File: src/rtl/cfg_rx_pkg.sv
package cfg_rx_pkg;

    localparam int NUM_REGS   = 8;
    localparam int REG_W      = 8;
    localparam int REG_IDX_W  = $clog2(NUM_REGS);
    localparam int HDR_BYTES  = 3;
    localparam int BYTE_IDX_W = 4;
    localparam int BIT_CNT_W  = 4;
    localparam int CFG_W      = NUM_REGS * REG_W;

    localparam logic [REG_W-1:0]      DEV_ADDR = 8'hD2;
    localparam logic [BYTE_IDX_W-1:0] HDR_IDX  = BYTE_IDX_W'(HDR_BYTES);
    localparam logic [BYTE_IDX_W-1:0] LAST_IDX = BYTE_IDX_W'(HDR_BYTES + NUM_REGS - 1);
    localparam logic [BIT_CNT_W-1:0]  BITS_PER_BYTE = BIT_CNT_W'(REG_W);

    localparam int SS_REG     = 0;
    localparam int SIO_REG    = 3;
    localparam int SIO_BIT    = 6;
    localparam int RUN_LO_REG = 1;
    localparam int RUN_HI_REG = 2;

    typedef enum logic [1:0] {
        ST_IDLE,
        ST_RECV,
        ST_ACK,
        ST_DROP
    } rx_state_e;

    typedef struct packed {
        logic rise;
        logic fall;
        logic start;
        logic stop;
        logic sda;
    } bus_evt_t;

    typedef struct packed {
        logic                 en;
        logic [REG_IDX_W-1:0] idx;
        logic [REG_W-1:0]     data;
    } reg_wr_t;

    function automatic logic [REG_W-1:0] reg_default(input int idx);
        return (idx == RUN_LO_REG || idx == RUN_HI_REG) ? {REG_W{1'b1}} : '0;
    endfunction

endpackage

File: src/rtl/cfg_line_sync.sv
module cfg_line_sync
    import cfg_rx_pkg::*;
#(
    parameter int STAGES = 2
) (
    input  logic     clk,
    input  logic     rst,
    input  logic     scl_i,
    input  logic     sda_i,
    output bus_evt_t evt_o
);
    localparam int LINES = 2;

    logic [LINES-1:0] raw;
    logic [LINES-1:0] synced;
    logic [LINES-1:0] prev;

    assign raw = {scl_i, sda_i};

    for (genvar g = 0; g < LINES; g++) begin : g_line
        logic [STAGES-1:0] chain;
        always_ff @(posedge clk) begin
            if (rst) chain <= '1;
            else     chain <= {chain[STAGES-2:0], raw[g]};
        end
        assign synced[g] = chain[STAGES-1];
    end

    always_ff @(posedge clk) begin
        if (rst) prev <= '1;
        else     prev <= synced;
    end

    logic scl_now, scl_was, sda_now, sda_was;
    assign {scl_now, sda_now} = synced;
    assign {scl_was, sda_was} = prev;

    always_comb begin
        evt_o.rise  = scl_now & ~scl_was;
        evt_o.fall  = ~scl_now & scl_was;
        evt_o.start = scl_now & scl_was & sda_was & ~sda_now;
        evt_o.stop  = scl_now & scl_was & ~sda_was & sda_now;
        evt_o.sda   = sda_now;
    end

endmodule

File: src/rtl/cfg_bus_fsm.sv
module cfg_bus_fsm
    import cfg_rx_pkg::*;
(
    input  logic     clk,
    input  logic     rst,
    input  bus_evt_t evt_i,
    output logic     sda_low_o,
    output reg_wr_t  wr_o
);
    rx_state_e             state;
    logic [BIT_CNT_W-1:0]  bit_cnt;
    logic [BYTE_IDX_W-1:0] byte_idx;
    logic [REG_W-1:0]      shreg;

    logic byte_done;
    logic take_byte;

    assign byte_done = (state == ST_RECV) && evt_i.fall && (bit_cnt == BITS_PER_BYTE)
                       && !evt_i.start && !evt_i.stop;
    assign take_byte = (byte_idx == '0) ? (shreg == DEV_ADDR) : (byte_idx <= LAST_IDX);

    always_comb begin
        wr_o.en   = byte_done && (byte_idx >= HDR_IDX) && (byte_idx <= LAST_IDX);
        wr_o.idx  = REG_IDX_W'(byte_idx - HDR_IDX);
        wr_o.data = shreg;
    end

    always_ff @(posedge clk) begin
        if (rst) begin
            state     <= ST_IDLE;
            bit_cnt   <= '0;
            byte_idx  <= '0;
            shreg     <= '0;
            sda_low_o <= 1'b0;
        end else if (evt_i.start) begin
            state     <= ST_RECV;
            bit_cnt   <= '0;
            byte_idx  <= '0;
            sda_low_o <= 1'b0;
        end else if (evt_i.stop) begin
            state     <= ST_IDLE;
            sda_low_o <= 1'b0;
        end else begin
            unique case (state)
                ST_RECV: begin
                    if (evt_i.rise && bit_cnt != BITS_PER_BYTE) begin
                        shreg   <= {shreg[REG_W-2:0], evt_i.sda};
                        bit_cnt <= bit_cnt + 1'b1;
                    end else if (byte_done) begin
                        if (take_byte) begin
                            state     <= ST_ACK;
                            sda_low_o <= 1'b1;
                        end else begin
                            state <= ST_DROP;
                        end
                    end
                end
                ST_ACK: begin
                    if (evt_i.fall) begin
                        state     <= ST_RECV;
                        sda_low_o <= 1'b0;
                        bit_cnt   <= '0;
                        byte_idx  <= byte_idx + 1'b1;
                    end
                end
                default: ;
            endcase
        end
    end

    // the acknowledge stays on until the ninth falling edge
    a_r5_ack_held: assert property (@(posedge clk) disable iff (rst)
        (sda_low_o && !evt_i.fall && !evt_i.start && !evt_i.stop) |=> sda_low_o);

    // the ninth falling edge releases the line
    a_r5_ack_release: assert property (@(posedge clk) disable iff (rst)
        (sda_low_o && evt_i.fall) |=> !sda_low_o);

    // no acknowledge is ever started past the last data byte
    a_r6_no_ack_beyond: assert property (@(posedge clk) disable iff (rst)
        $rose(sda_low_o) |-> (byte_idx <= LAST_IDX));

    // a stop returns the receiver to idle with the line released
    a_r7_stop_idle: assert property (@(posedge clk) disable iff (rst)
        evt_i.stop |=> (state == ST_IDLE && !sda_low_o));

endmodule

File: src/rtl/cfg_reg_bank.sv
module cfg_reg_bank
    import cfg_rx_pkg::*;
(
    input  logic             clk,
    input  logic             rst,
    input  reg_wr_t          wr_i,
    output logic [CFG_W-1:0] cfg_o,
    output logic             spread_en_o,
    output logic             sio_24m_o,
    output logic [2*REG_W-1:0] out_run_o
);
    logic [REG_W-1:0] regs [NUM_REGS];

    for (genvar g = 0; g < NUM_REGS; g++) begin : g_reg
        always_ff @(posedge clk) begin
            if (rst)
                regs[g] <= reg_default(g);
            else if (wr_i.en && wr_i.idx == REG_IDX_W'(g))
                regs[g] <= wr_i.data;
        end
        assign cfg_o[g*REG_W +: REG_W] = regs[g];
    end

    assign spread_en_o = |regs[SS_REG][1:0];
    assign sio_24m_o   = regs[SIO_REG][SIO_BIT];
    assign out_run_o   = {regs[RUN_HI_REG], regs[RUN_LO_REG]};

    // a committed byte is visible in its register one cycle later
    a_r4_commit: assert property (@(posedge clk) disable iff (rst)
        wr_i.en |=> (regs[$past(wr_i.idx)] == $past(wr_i.data)));

endmodule

File: src/rtl/cfg_serial_rx.sv
module cfg_serial_rx
    import cfg_rx_pkg::*;
(
    input  logic        clk,
    input  logic        rst,
    input  logic        scl_i,
    input  logic        sda_i,
    output logic        sda_low_o,
    output logic [63:0] cfg_o,
    output logic        spread_en_o,
    output logic        sio_24m_o,
    output logic [15:0] out_run_o
);
    bus_evt_t evt;
    reg_wr_t  wr;

    cfg_line_sync #(.STAGES(2)) u_sync (
        .clk   (clk),
        .rst   (rst),
        .scl_i (scl_i),
        .sda_i (sda_i),
        .evt_o (evt)
    );

    cfg_bus_fsm u_fsm (
        .clk       (clk),
        .rst       (rst),
        .evt_i     (evt),
        .sda_low_o (sda_low_o),
        .wr_o      (wr)
    );

    cfg_reg_bank u_bank (
        .clk         (clk),
        .rst         (rst),
        .wr_i        (wr),
        .cfg_o       (cfg_o),
        .spread_en_o (spread_en_o),
        .sio_24m_o   (sio_24m_o),
        .out_run_o   (out_run_o)
    );

    // the bank never changes while the slave is not in a write
    a_r2_no_write_while_idle: assert property (@(posedge clk) disable iff (rst)
        (!wr.en) |=> $stable(cfg_o));

endmodule

File: config.mk
export PLATFORM = sky130hd
export DESIGN_NAME = cfg_serial_rx
export DESIGN_NICKNAME = d
export VERILOG_FILES = /design/src/rtl/cfg_rx_pkg.sv /design/src/rtl/cfg_line_sync.sv /design/src/rtl/cfg_bus_fsm.sv /design/src/rtl/cfg_reg_bank.sv /design/src/rtl/cfg_serial_rx.sv
export SDC_FILE = /design/constraint.sdc
export NUM_CORES = 1
export LEC_CHECK = 0
export ABC_AREA = 1
export BUFFER_PORTS_ARGS = -buffer_cell sky130_fd_sc_hd__buf_2
export CAP_MARGIN = 15
export CORE_ASPECT_RATIO = 0.6
export CORE_MARGIN = 2
export CORE_UTILIZATION = 38
export CTS_BUF_LIST = sky130_fd_sc_hd__clkbuf_8 sky130_fd_sc_hd__clkbuf_16
export CTS_CLUSTER_SIZE = 10
export DETAILED_ROUTE_END_ITERATION = 6
export SETUP_SLACK_MARGIN = 0.15
export SLEW_MARGIN = 0
export SYNTH_ARGS = -nofsm -noshare
export SYNTH_HDL_FRONTEND = slang
export SYNTH_SLANG_ARGS = --single-unit
export TNS_END_PERCENT = 10
File: constraint.sdc
create_clock -name clk -period 3.12 [get_ports clk]
set_clock_uncertainty 0.15 [all_clocks]
set_input_delay 0.156 -clock clk [delete_from_list [all_inputs] [get_ports clk]]
set_output_delay 0.156 -clock clk [all_outputs]
set_load 0.02 [all_outputs]
==> metrics, run 1 <==
Yosys reg bits=89; Final Total Pwr=2.88 mW; worst skew pair latency=0.34 ns; status=finished clean; DRC=0; DRT Wirelength=8640 µm; PwrDens=618 mW/mm²; Synth Instances=356; DIE AREA=0.0109 mm²; initial antenna violation count=0; post-route ant nets=0; synth unique cells=27; R2R Setup Slk=approximately 0.72 ns; Setup crit end kind=flip-flop; register area share after synthesis=63.2%; Yosys top cell by area=edfxtp_1; Worst Min Path Start=u_sync.g_line[1].chain[0]; die width=around 130 µm; setup violators final=0; nets@finish=451; RR Startpoint=u_fsm.bit_cnt[0]; Layout Cells excl Fill=577; vias per cell=4.85; syn_nets=370; crit-path max cell delay=between 0.3 and 0.4 ns; WHS Endpoint=u_sync.g_line[1].chain[1]; crit path DAT=2.26 ns; worst rel slew slack=about half; gr ovfl total=0; # rows=28; Synth area leaders=edfxtp_1 50%, dfxtp_1 13%, nor2_1 6.3%; Inst Count DP=556; layout cells sized above 1=28.3%; syn_area_per_cell=10.8 µm²; top cell type's share of synthesized area=around half; Reg clk slew, reported paths=0.06 ns; CTS H-Tree Depth=3; clock sink count=89; Yosys warnings=0; Slew @ Worst Pin=~0.74 ns; FF-to-FF End=u_bank.regs[1][17]; setup slack after layout=0.724 ns; Critical path buffers and inverters=2; cts repair resizes=0; slowest stage cell on the critical path=nor2_2; Hold Vio Cnt, Final=0; worst path cell trace=inv_1, ha_1, nand2_1, nor2_1, nand3_1, inv_1, nand3_2, nor2_2, nand2_1, nand2_1; Critical Path RT=around 3.0 ns; Hold Worst Slack=0.259 ns; commonest non-fill, non-tap cell in the layout=buf_2; unrepaired setup endpoints after global routing=no; P&R area growth vs syn=21.7%; Initial Utilization=38.9%; CP Launch Type=flip-flop; CP dominant cell by count=nand2_1; Final period util=76.8%; critical path class=flip-flop to flip-flop; GRT Total Usage=16.1%; die height=81.8 µm; TritonCTS Buffers=9; CTS tree=done; largest net degree at the start of global routing=21; DP HPWL=roughly 6100 µm; delay-heaviest family, CP=simple AND/OR/NAND/NOR gates; crit path time final=2.40 ns; most frequent cells in the layout=86 x buf_2, 64 x nor2_1, 64 x edfxtp_1; critical path peak fanout=11; Worst Reg-to-Reg Cells=10; first-pass GRT wire length=12900 µm; Bufs on Longest Clock Path=2; worst hold-check path type=flip-flop to flip-flop; io pins=87; Achievable Freq=0.417 GHz; number of global-route vias before repair=2455; Iter 0 DRT Violations=about 190; Worst path depth=10; antenna cell count=0; hold depth=1; Placer Congestion=between 0.8 and 0.9; max_cap viols=0; clk root buf=clkbuf_16; post-synthesis cell area=about 0.0038 mm²; 1st-pass router iterations=5; vias=2799; Place WS=0.745 ns; Slew Viols, Final=0; VDD IR max=slightly above 0.3 mV; CORE AREA=0.00984 mm²; # port buffers=86; per-cell routed wire length=15.0 µm; Leak=1.82 nW; setup_tns=0 ns
==> cells by family (layout without fill, tap and decap cells) <==
family / count (synthesis) / after routing / share of synthesized area (%)
xor+xnor: 3 / 3 / 0.882
simple gates: 159 / 159 / 20.1
buf+inv: 62 / 148 / 8.13
fa+ha+maj: 10 / 10 / 3.27
compound gates: 33 / 33 / 4.38
flops: 89 / 89 / 63.2
==> worst register-to-register path, delay by kind of cell, from the launching register on <==
family / cells / cell delay, ns
flip-flops: 1 / 0.33
buffers and inverters: 2 / 0.16
AND/OR/NAND/NOR: 7 / 1.24
adder cells (fa/ha/maj): 1 / 0.17
==> cell usage after synthesis <==
master and number:
edfxtp_1 64, nor2_1 64, nand2_1 48, dfxtp_1 25, inv_1 25, buf_4 20
a21oi_1 17, nand4_1 17, o21ai_0 13, nand3_1 12, ha_1 10, clkinv_1 8
or2_2 6, clkbuf_1 4, nand4_4 4, nand3_2 3, buf_2 2, inv_2 2
nor2_2 2, o21ai_1 2, xor2_1 2, a211oi_1 1, clkinv_2 1, nor3_1 1
nor4_1 1, or2_1 1, xor2_2 1
==> power by group <==
group	leakage, nW	total [mW]	internal (mW)	switching [mW]
clock	0.154	1.15	0.702	0.452
sequential	0.807	1.35	1.32	0.0299
combinational	0.855	0.379	0.116	0.262
==> stage by stage <==
step / utilization [%] / cell area [µm²]
floorplan: - / 3830
detailed placement: 43.6 / 4290
global placement: 43.6 / 4290
finish: 47.3 / 4660
global route: 47.3 / 4660
CTS: 47.3 / 4660
==> flip-flops by register name, summed over array words and instances (netlist names) <==
register / cells
u_bank.regs: 64
u_fsm.bit_cnt: 4
u_sync.g_line.chain: 4
u_fsm.sda_low_o: 1
u_sync.prev: 2
u_fsm.state: 2
u_fsm.shreg: 8
u_fsm.byte_idx: 4
==> metal layers <==
layer,track usage [%],part of all wire (%)
met1,24.3,51
met2,22.3,39
met3,5.12,9.0
met4,4.15,0.44
met5,0,0
==> worst max path at each step <==
stage / start / end / slack, ns
finish: u_fsm.bit_cnt[0] / u_bank.regs[1][17] / 0.72
global route: u_fsm.bit_cnt[0] / u_bank.regs[1][11] / 0.52
CTS: u_fsm.bit_cnt[0] / u_bank.regs[1][17] / 0.72
detailed placement: u_fsm.bit_cnt[0] / u_bank.regs[1][19] / 0.74
global placement: u_fsm.bit_cnt[0] / u_bank.regs[1][19] / 0.84
floorplan: u_fsm.byte_idx[0] / u_bank.regs[1][0] / 0.92
==> cell type report <==
type	count	area (µm²)
Multi-Input combinational cell	205	1100
Timing Repair Buffer	96	518
Inverter	36	136
Tap cell	135	169
Clock buffer	9	225
Sequential cell	89	2420
Clock inverter	7	93.8
Fill cell	920	5180
==> repair_timing <==
action	CTS	global route
hold endpoints to repair	6	0
hold buffers	5	0
buffers inserted	0	0
Power figures use the tool's default switching activity.
==> run 2, diff against run 1 <==
--- a/config.mk
+++ b/config.mk
@@ -5,7 +5,7 @@
 export SDC_FILE = /design/constraint.sdc
 export NUM_CORES = 1
 export LEC_CHECK = 0
-export ABC_AREA = 1
+export ABC_AREA = 0
 export BUFFER_PORTS_ARGS = -buffer_cell sky130_fd_sc_hd__buf_2
 export CAP_MARGIN = 15
 export CORE_ASPECT_RATIO = 0.6
==> constraint.sdc (replaced) <==
create_clock -name clk -period 2.45 [get_ports clk]
set_clock_uncertainty 0.15 [all_clocks]
set_input_delay 0.1225 -clock clk [delete_from_list [all_inputs] [get_ports clk]]
set_output_delay 0.1225 -clock clk [all_outputs]
set_load 0.02 [all_outputs]
==> run 2 against run 1 <==
Net effect: fmax up 7.1%; cell count shrank 7.8%; critical path depth decreased by 4; sequential share of layout area fell by 2.1 points; sequential power up 27%; synthesized cell count fell by 13%; largest power group unchanged; clock-buffer cell count rose by 2; via count is 12% lower; cell area grew 4.2%; flip-flop and latch count unchanged; critical endpoint is now u_bank.regs[0][15].
==> metrics, run 2 <==
post-synthesis mux area share=2.01%; commonest non-fill, non-tap cell in the layout=buf_2; Critical Path RT=2.26 ns; Leak=1.83 nW; top-count cell post-synth=edfxtp_1; critical path class=flip-flop to flip-flop; 1st-pass router iterations=4; largest family of logic cells by synthesized area=simple AND/OR/NAND/NOR gates; Achievable Freq=0.447 GHz; GRT Total Usage=15.9%; crit-path max cell delay=0.63 ns; register area share after synthesis=roughly 60%; WHS Endpoint=u_fsm.shreg[4]; clock power share=38.4%; max_cap viols=0; CTS H-Tree Depth=3; setup violators final=0; Pint=2.78 mW; Top reg by flops=u_bank.regs; # port buffers=86; vias=2466; Setup Fix Bufs, Post-CTS=0; worst rel slew slack=51.2%; R2R Setup Slk=0.21 ns; Setup crit end kind=flip-flop; commonest cells in the netlist=64 x edfxtp_1, 48 x and2_1, 25 x dfxtp_1; clock sink count=89; Final period util=91.3%; die width=between 100 and 150 µm; per-cell routed wire length=15.8 µm; post-synthesis compound-gate area fraction=6.24%; worst path cell trace=inv_1, ha_1, nor2b_1, o21a_1, nand2b_2, o21bai_1; crit path time final=2.24 ns; FF-to-FF End=u_bank.regs[0][15]; DRT Wirelength=roughly 8400 µm; Design Area, Final=0.00486 mm²; gr ovfl total=0; Placer Congestion=about 0.74; CORE AREA=0.0100 mm²; clk root buf=clkbuf_16; Reg clk slew, reported paths=roughly 0.06 ns; CTS tree=done; Initial Utilization=39.8%; first-pass GRT wire length=roughly 14000 µm; layout cells sized above 1=between 30% and 40%; Synth Area in Adders=3.14%; Synth area leaders=edfxtp_1 48%, dfxtp_1 13%, and2_1 7.5%; nets@finish=406; Critical path buffers and inverters=1; antenna cell count=0; P&R area growth vs syn=21.7%; Slew @ Worst Pin=0.730 ns; Hold Vio Cnt, Final=0; Comb power frac=about 15%; Place WS=0.122 ns; top cell type's share of synthesized area=~48%; PwrDens=757 mW/mm²; Post-DP Area=roughly 0.0045 mm²; Bufs on Longest Clock Path=2; setup slack after layout=0.213 ns; XOR/XNOR share of the synthesized area=less than 1%; delay-heaviest family, CP=compound AO/OA/AOI/OAI gates; Seq pwr share=46.9%; Yosys warnings=0; syn_area_per_cell=between 10 and 15 µm²; worst skew pair latency=0.33 ns; unrepaired setup endpoints after global routing=yes; most frequent cells in the layout=86 x buf_2, 64 x edfxtp_1, 48 x and2_1; io pins=87; P_sw=around 0.90 mW; Slew Viols, Final=0; vias per cell=4.64; EDFF count, synth=64; Synth Flop Type=edfxtp_1; initial antenna violation count=0; Worst Reg-to-Reg Cells=6; synth unique cells=48; number of global-route vias before repair=2464; Largest register FFs=64; largest net degree at the start of global routing=33; slowest stage cell on the critical path=o21bai_1; setup_tns=0 ns; DP HPWL=approximately 5800 µm; leading registers by flop count=u_bank.regs x64, u_fsm.shreg x8; Sw Ratio=24.4%; VDD IR max=0.395 mV; syn_nets=between 300 and 400; Synth Instances=310; DRC=0; RR Startpoint=u_fsm.byte_idx[0]; die height=83.4 µm; hold depth=2; crit path DAT=a little over 2 ns; post-route ant nets=0; Yosys top cell by area=edfxtp_1; Worst Min Path Start=rst; simple-gate share of the synthesized area=21.9%; critical path peak fanout=8; # rows=28; Iter 0 DRT Violations=154; CP Launch Type=flip-flop; DIE AREA=0.0114 mm²; worst hold-check path type=input port to flip-flop; post-synthesis cell area=0.00399 mm²; ys async rst share=0%; Yosys reg bits=89; status=finished clean; TritonCTS Buffers=9
## run 2: cell types whose count changed after synthesis, sizes merged, moves of 5 or more
cell	before	now
nor3	1	8
clkinv	9	0
inv	27	7
mux2i	0	8
nand4	21	0
a21oi	17	5
nand2	48	8
and2	0	48
nand3	15	3
nand2b	0	24
clkbuf	4	11
a31o	0	5
nor2	66	17
o21ai	15	4
## run 2: power by group through the flow
stage	Sequential (mW)	Combinational, mW	Clock [mW]
floorplan	1.82	0.349	0
global placement	1.75	0.536	0
global route	1.74	0.593	1.51
CTS	1.73	0.547	1.45
detailed placement	1.76	0.543	0
finish	1.72	0.540	1.41
## run 2: how the worst max path moves through the flow
stage	from	endpoint	slack, ns	cells past startpoint
finish	u_fsm.byte_idx[0]	u_bank.regs[0][15]	0.21	6
global route	u_fsm.byte_idx[0]	u_bank.regs[0][25]	0.02	6
global placement	u_fsm.byte_idx[0]	u_bank.regs[0][28]	0.19	6
CTS	u_fsm.byte_idx[0]	u_bank.regs[0][15]	0.12	6
detailed placement	u_fsm.byte_idx[0]	u_bank.regs[0][16]	0.12	6
floorplan	u_fsm.byte_idx[0]	u_bank.regs[0][10]	0.32	7
## run 2: area by class of cell
class                           instances  area (µm²)
Clock buffer                           11         264
Clock inverter                          5        52.6
Fill cell                             921        5160
Inverter                                7        26.3
Multi-Input combinational cell        182        1360
Sequential cell                        89        2420
Tap cell                              135         169
Timing Repair Buffer                  103         563
## run 2: through the flow
step / hold WS [ns] / instances / total power, mW / utilization [%]
2_1_floorplan: 0.0763 / 310 / 2.17 / -
3_3_place_gp: 0.157 / 514 / 2.29 / 45.1
3_5_place_dp: 0.160 / 514 / 2.30 / 45.1
4_1_cts: 0.140 / 532 / 3.72 / 48.5
5_1_grt: 0.163 / 532 / 3.84 / 48.5
6_report: 0.155 / 532 / 3.68 / 48.5
## run 2: repair_timing
item                                    CTS  global route
hold buffers                              2             0
hold endpoints to repair                  2             0
gates resized for setup                   1             1
endpoints found under the setup margin   16            50
pin swaps                                 0             2
## run 2: kinds of logic (layout without fill, tap and decap cells)
group           Yosys count  after routing
xor+xnor                  3              3
flops                    89             89
mux                       8              8
compound gates           27             27
buf+inv                  39            126
fa+ha+maj                10             10
simple gates            134            134
## run 2: worst register-to-register path, delay by kind of cell, from the launching register on
kind / cells / cell delay, ns
and+or+nand+nor: 2 / 0.32
DFF: 1 / 0.35
buffers and inverters: 1 / 0.09
adders and majority gates: 1 / 0.14
AOI/OAI and AO/OA: 2 / 0.82
## run 2: layer usage
metal,part of all wire [%],up-vias,track usage [%]
met1,49,1155,22.9
met3,8.1,4,5.49
li1,-,1222,-
met2,43,85,23.4
met5,0,-,0
met4,0.20,0,2.37
==> run 3, diff against run 2 <==
--- a/config.mk
+++ b/config.mk
@@ -14,6 +14,7 @@
 export CTS_BUF_LIST = sky130_fd_sc_hd__clkbuf_8 sky130_fd_sc_hd__clkbuf_16
 export CTS_CLUSTER_SIZE = 10
 export DETAILED_ROUTE_END_ITERATION = 6
+export RECOVER_POWER = 50
 export SETUP_SLACK_MARGIN = 0.15
 export SLEW_MARGIN = 0
 export SYNTH_ARGS = -nofsm -noshare
==> constraint.sdc (replaced) <==
create_clock -name clk -period 2.7 [get_ports clk]
set_clock_uncertainty 0.15 [all_clocks]
set_input_delay 0.135 -clock clk [delete_from_list [all_inputs] [get_ports clk]]
set_output_delay 0.135 -clock clk [all_outputs]
set_load 0.02 [all_outputs]
==> run 3 against run 2 <==
Net effect: wire length fell by 0.48%; setup slack got worse by 0.029 ns; first-iteration DRC count fell by 32%; critical endpoint is now u_fsm.bit_cnt[2]; highest routed layer unchanged.
==> metrics, run 3 (synthesis gave the netlist of run 2 again) <==
Top reg by flops=u_bank.regs; status=finished clean; largest net degree at the start of global routing=33; crit path time final=2.52 ns; gr ovfl total=0; commonest non-fill, non-tap cell in the layout=clkbuf_1; initial antenna violation count=0; Inst Count DP=504; Critical Path Source=u_fsm.state[0]; delay-heaviest family, CP=compound AO/OA/AOI/OAI gates; die height=83.4 µm; Final period util=93.2%; post-route ant nets=0; most frequent cells in the layout=84 x clkbuf_1, 64 x edfxtp_1, 48 x and2_1; crit path DAT=2.59 ns; Iter 0 DRT Violations=105; setup slack after layout=0.183 ns; worst path cell trace=inv_1, ha_1, nor2b_1, a2111oi_1, o21ai_1, a32o_1; R2R Setup Slk=0.18 ns; worst rel slew slack=32.3%; end of the critical path=u_fsm.bit_cnt[2]; Critical Path RT=2.78 ns; DRT Wirelength=between 8000 and 9000 µm; Worst Reg-to-Reg Cells=6; # rows=28; Seq. cell area=0.00242 mm²; Worst path depth=6; cts repair resizes=0; VDD IR max=0.307 mV; slowest stage cell on the critical path=a2111oi_1; Place WS=0.211 ns; Fillers=slightly below 1000; setup_tns=0 ns; io pins=87; TritonCTS Buffers=9; Setup crit end kind=flip-flop; P&R area growth vs syn=15.1%; die width=around 140 µm; Slew Viols, Final=0; layout cells sized above 1=10.9%; worst skew pair latency=between 0.3 and 0.4 ns; Placer Congestion=about 0.75; worst hold-check path type=input port to flip-flop; Largest register FFs=64; number of global-route vias before repair=2367; # port buffers=86; Reg clk slew, reported paths=0.06 ns; DRC=0; Slew @ Worst Pin=1.01 ns; nets@finish=396; Critical path buffers and inverters=1; CP Launch Type=flip-flop; Hold Worst Slack=0.151 ns; Layout Cells excl Fill=522; per-cell routed wire length=16.0 µm; area of the multi-input gates=0.00130 mm²; vias=2466; CORE AREA=about 0.010 mm²; CTS H-Tree Depth=3; CTS tree=done; RR Startpoint=u_fsm.state[0]; Bufs on Longest Clock Path=2; unrepaired setup endpoints after global routing=yes; 1st-pass router iterations=6; first-pass GRT wire length=13000 µm; GRT Total Usage=between 10% and 20%; vias per cell=4.72; setup violators final=0; antenna cell count=0; crit-path max cell delay=0.86 ns; clk root buf=clkbuf_16; Initial Utilization=39.8%; critical path class=flip-flop to flip-flop; leading registers by flop count=u_bank.regs x64, u_fsm.shreg x8; DP HPWL=slightly below 6000 µm; Leak=around 1.6 nW; Achievable Freq=between 0.3 and 0.4 GHz; PwrDens=693 mW/mm²; clock sink count=89; max_cap viols=0; DIE AREA=0.0114 mm²; Hold Vio Cnt, Final=0; critical path peak fanout=11; Setup Fix Bufs, Post-CTS=0; FF-to-FF End=u_fsm.bit_cnt[2]
## run 3: cell count changes in the layout (fill, tap and decap cells not counted), moves of 2 or more
cell      change
a31o_1        +2
a31o_2        -2
buf_2        -83
buf_4        -11
clkbuf_1     +84
o32ai_1       +2
## run 3: worst min path at each step
stage                                endpoint  cells past startpoint  startpoint
global placement    u_sync.g_line[0].chain[0]                      2       sda_i
detailed placement  u_sync.g_line[0].chain[0]                      2       sda_i
finish                         u_fsm.shreg[2]                      2         rst
CTS                            u_fsm.shreg[2]                      2         rst
global route                   u_fsm.shreg[2]                      2         rst
floorplan           u_sync.g_line[0].chain[0]                      1       sda_i
## run 3: final cells by class
class | instances | area share [%]
Clock buffer | 10 | 5.21
Clock inverter | 6 | 1.12
Inverter | 7 | 0.572
Multi-Input combinational cell | 182 | 28.4
Sequential cell | 89 | 52.8
Tap cell | 135 | 3.68
Timing Repair Buffer | 93 | 8.29
## run 3: metrics by stage
step	power (mW)	utilization [%]	instance area, µm²
final	3.18	45.8	4590
after global placement	2.08	44.3	4440
after global routing	3.30	45.8	4590
after CTS	3.29	47.4	4750
after detailed placement	2.09	44.3	4440
after floorplan	1.96	-	3990
## run 3: worst reg2reg max path: cells and delay by family (launching register included)
| kind | cells | cell delay, ns |
|---|---|---|
| compound gates | 3 | 1.31 |
| flops | 1 | 0.36 |
| fa+ha+maj | 1 | 0.33 |
| simple gates | 1 | 0.21 |
| buf+inv | 1 | 0.06 |
## run 3: routing by layer
layer  wire, µm  up-vias  global-route usage (%)
li1           -     1204                       -
met1       4380     1185                    22.7
met2       3400       71                    22.2
met3        530        6                    4.76
met4         47        0                    3.13
met5          0        -                       0
## run 3: power by group
part / internal [mW] / leakage (nW) / total [mW] / switching [mW]
Clock: 0.729 / 0.152 / 1.21 / 0.480
Combinational: 0.143 / 0.663 / 0.404 / 0.261
Sequential: 1.53 / 0.767 / 1.57 / 0.0369
Total: 2.40 / 1.58 / 3.18 / 0.778
## run 3: what timing repair did
| item | 4_1_cts | 5_1_grt |
|---|---|---|
| hold endpoints to repair | 2 | 0 |
| endpoints found under the setup margin | 0 | 41 |
| hold buffers | 2 | 0 |
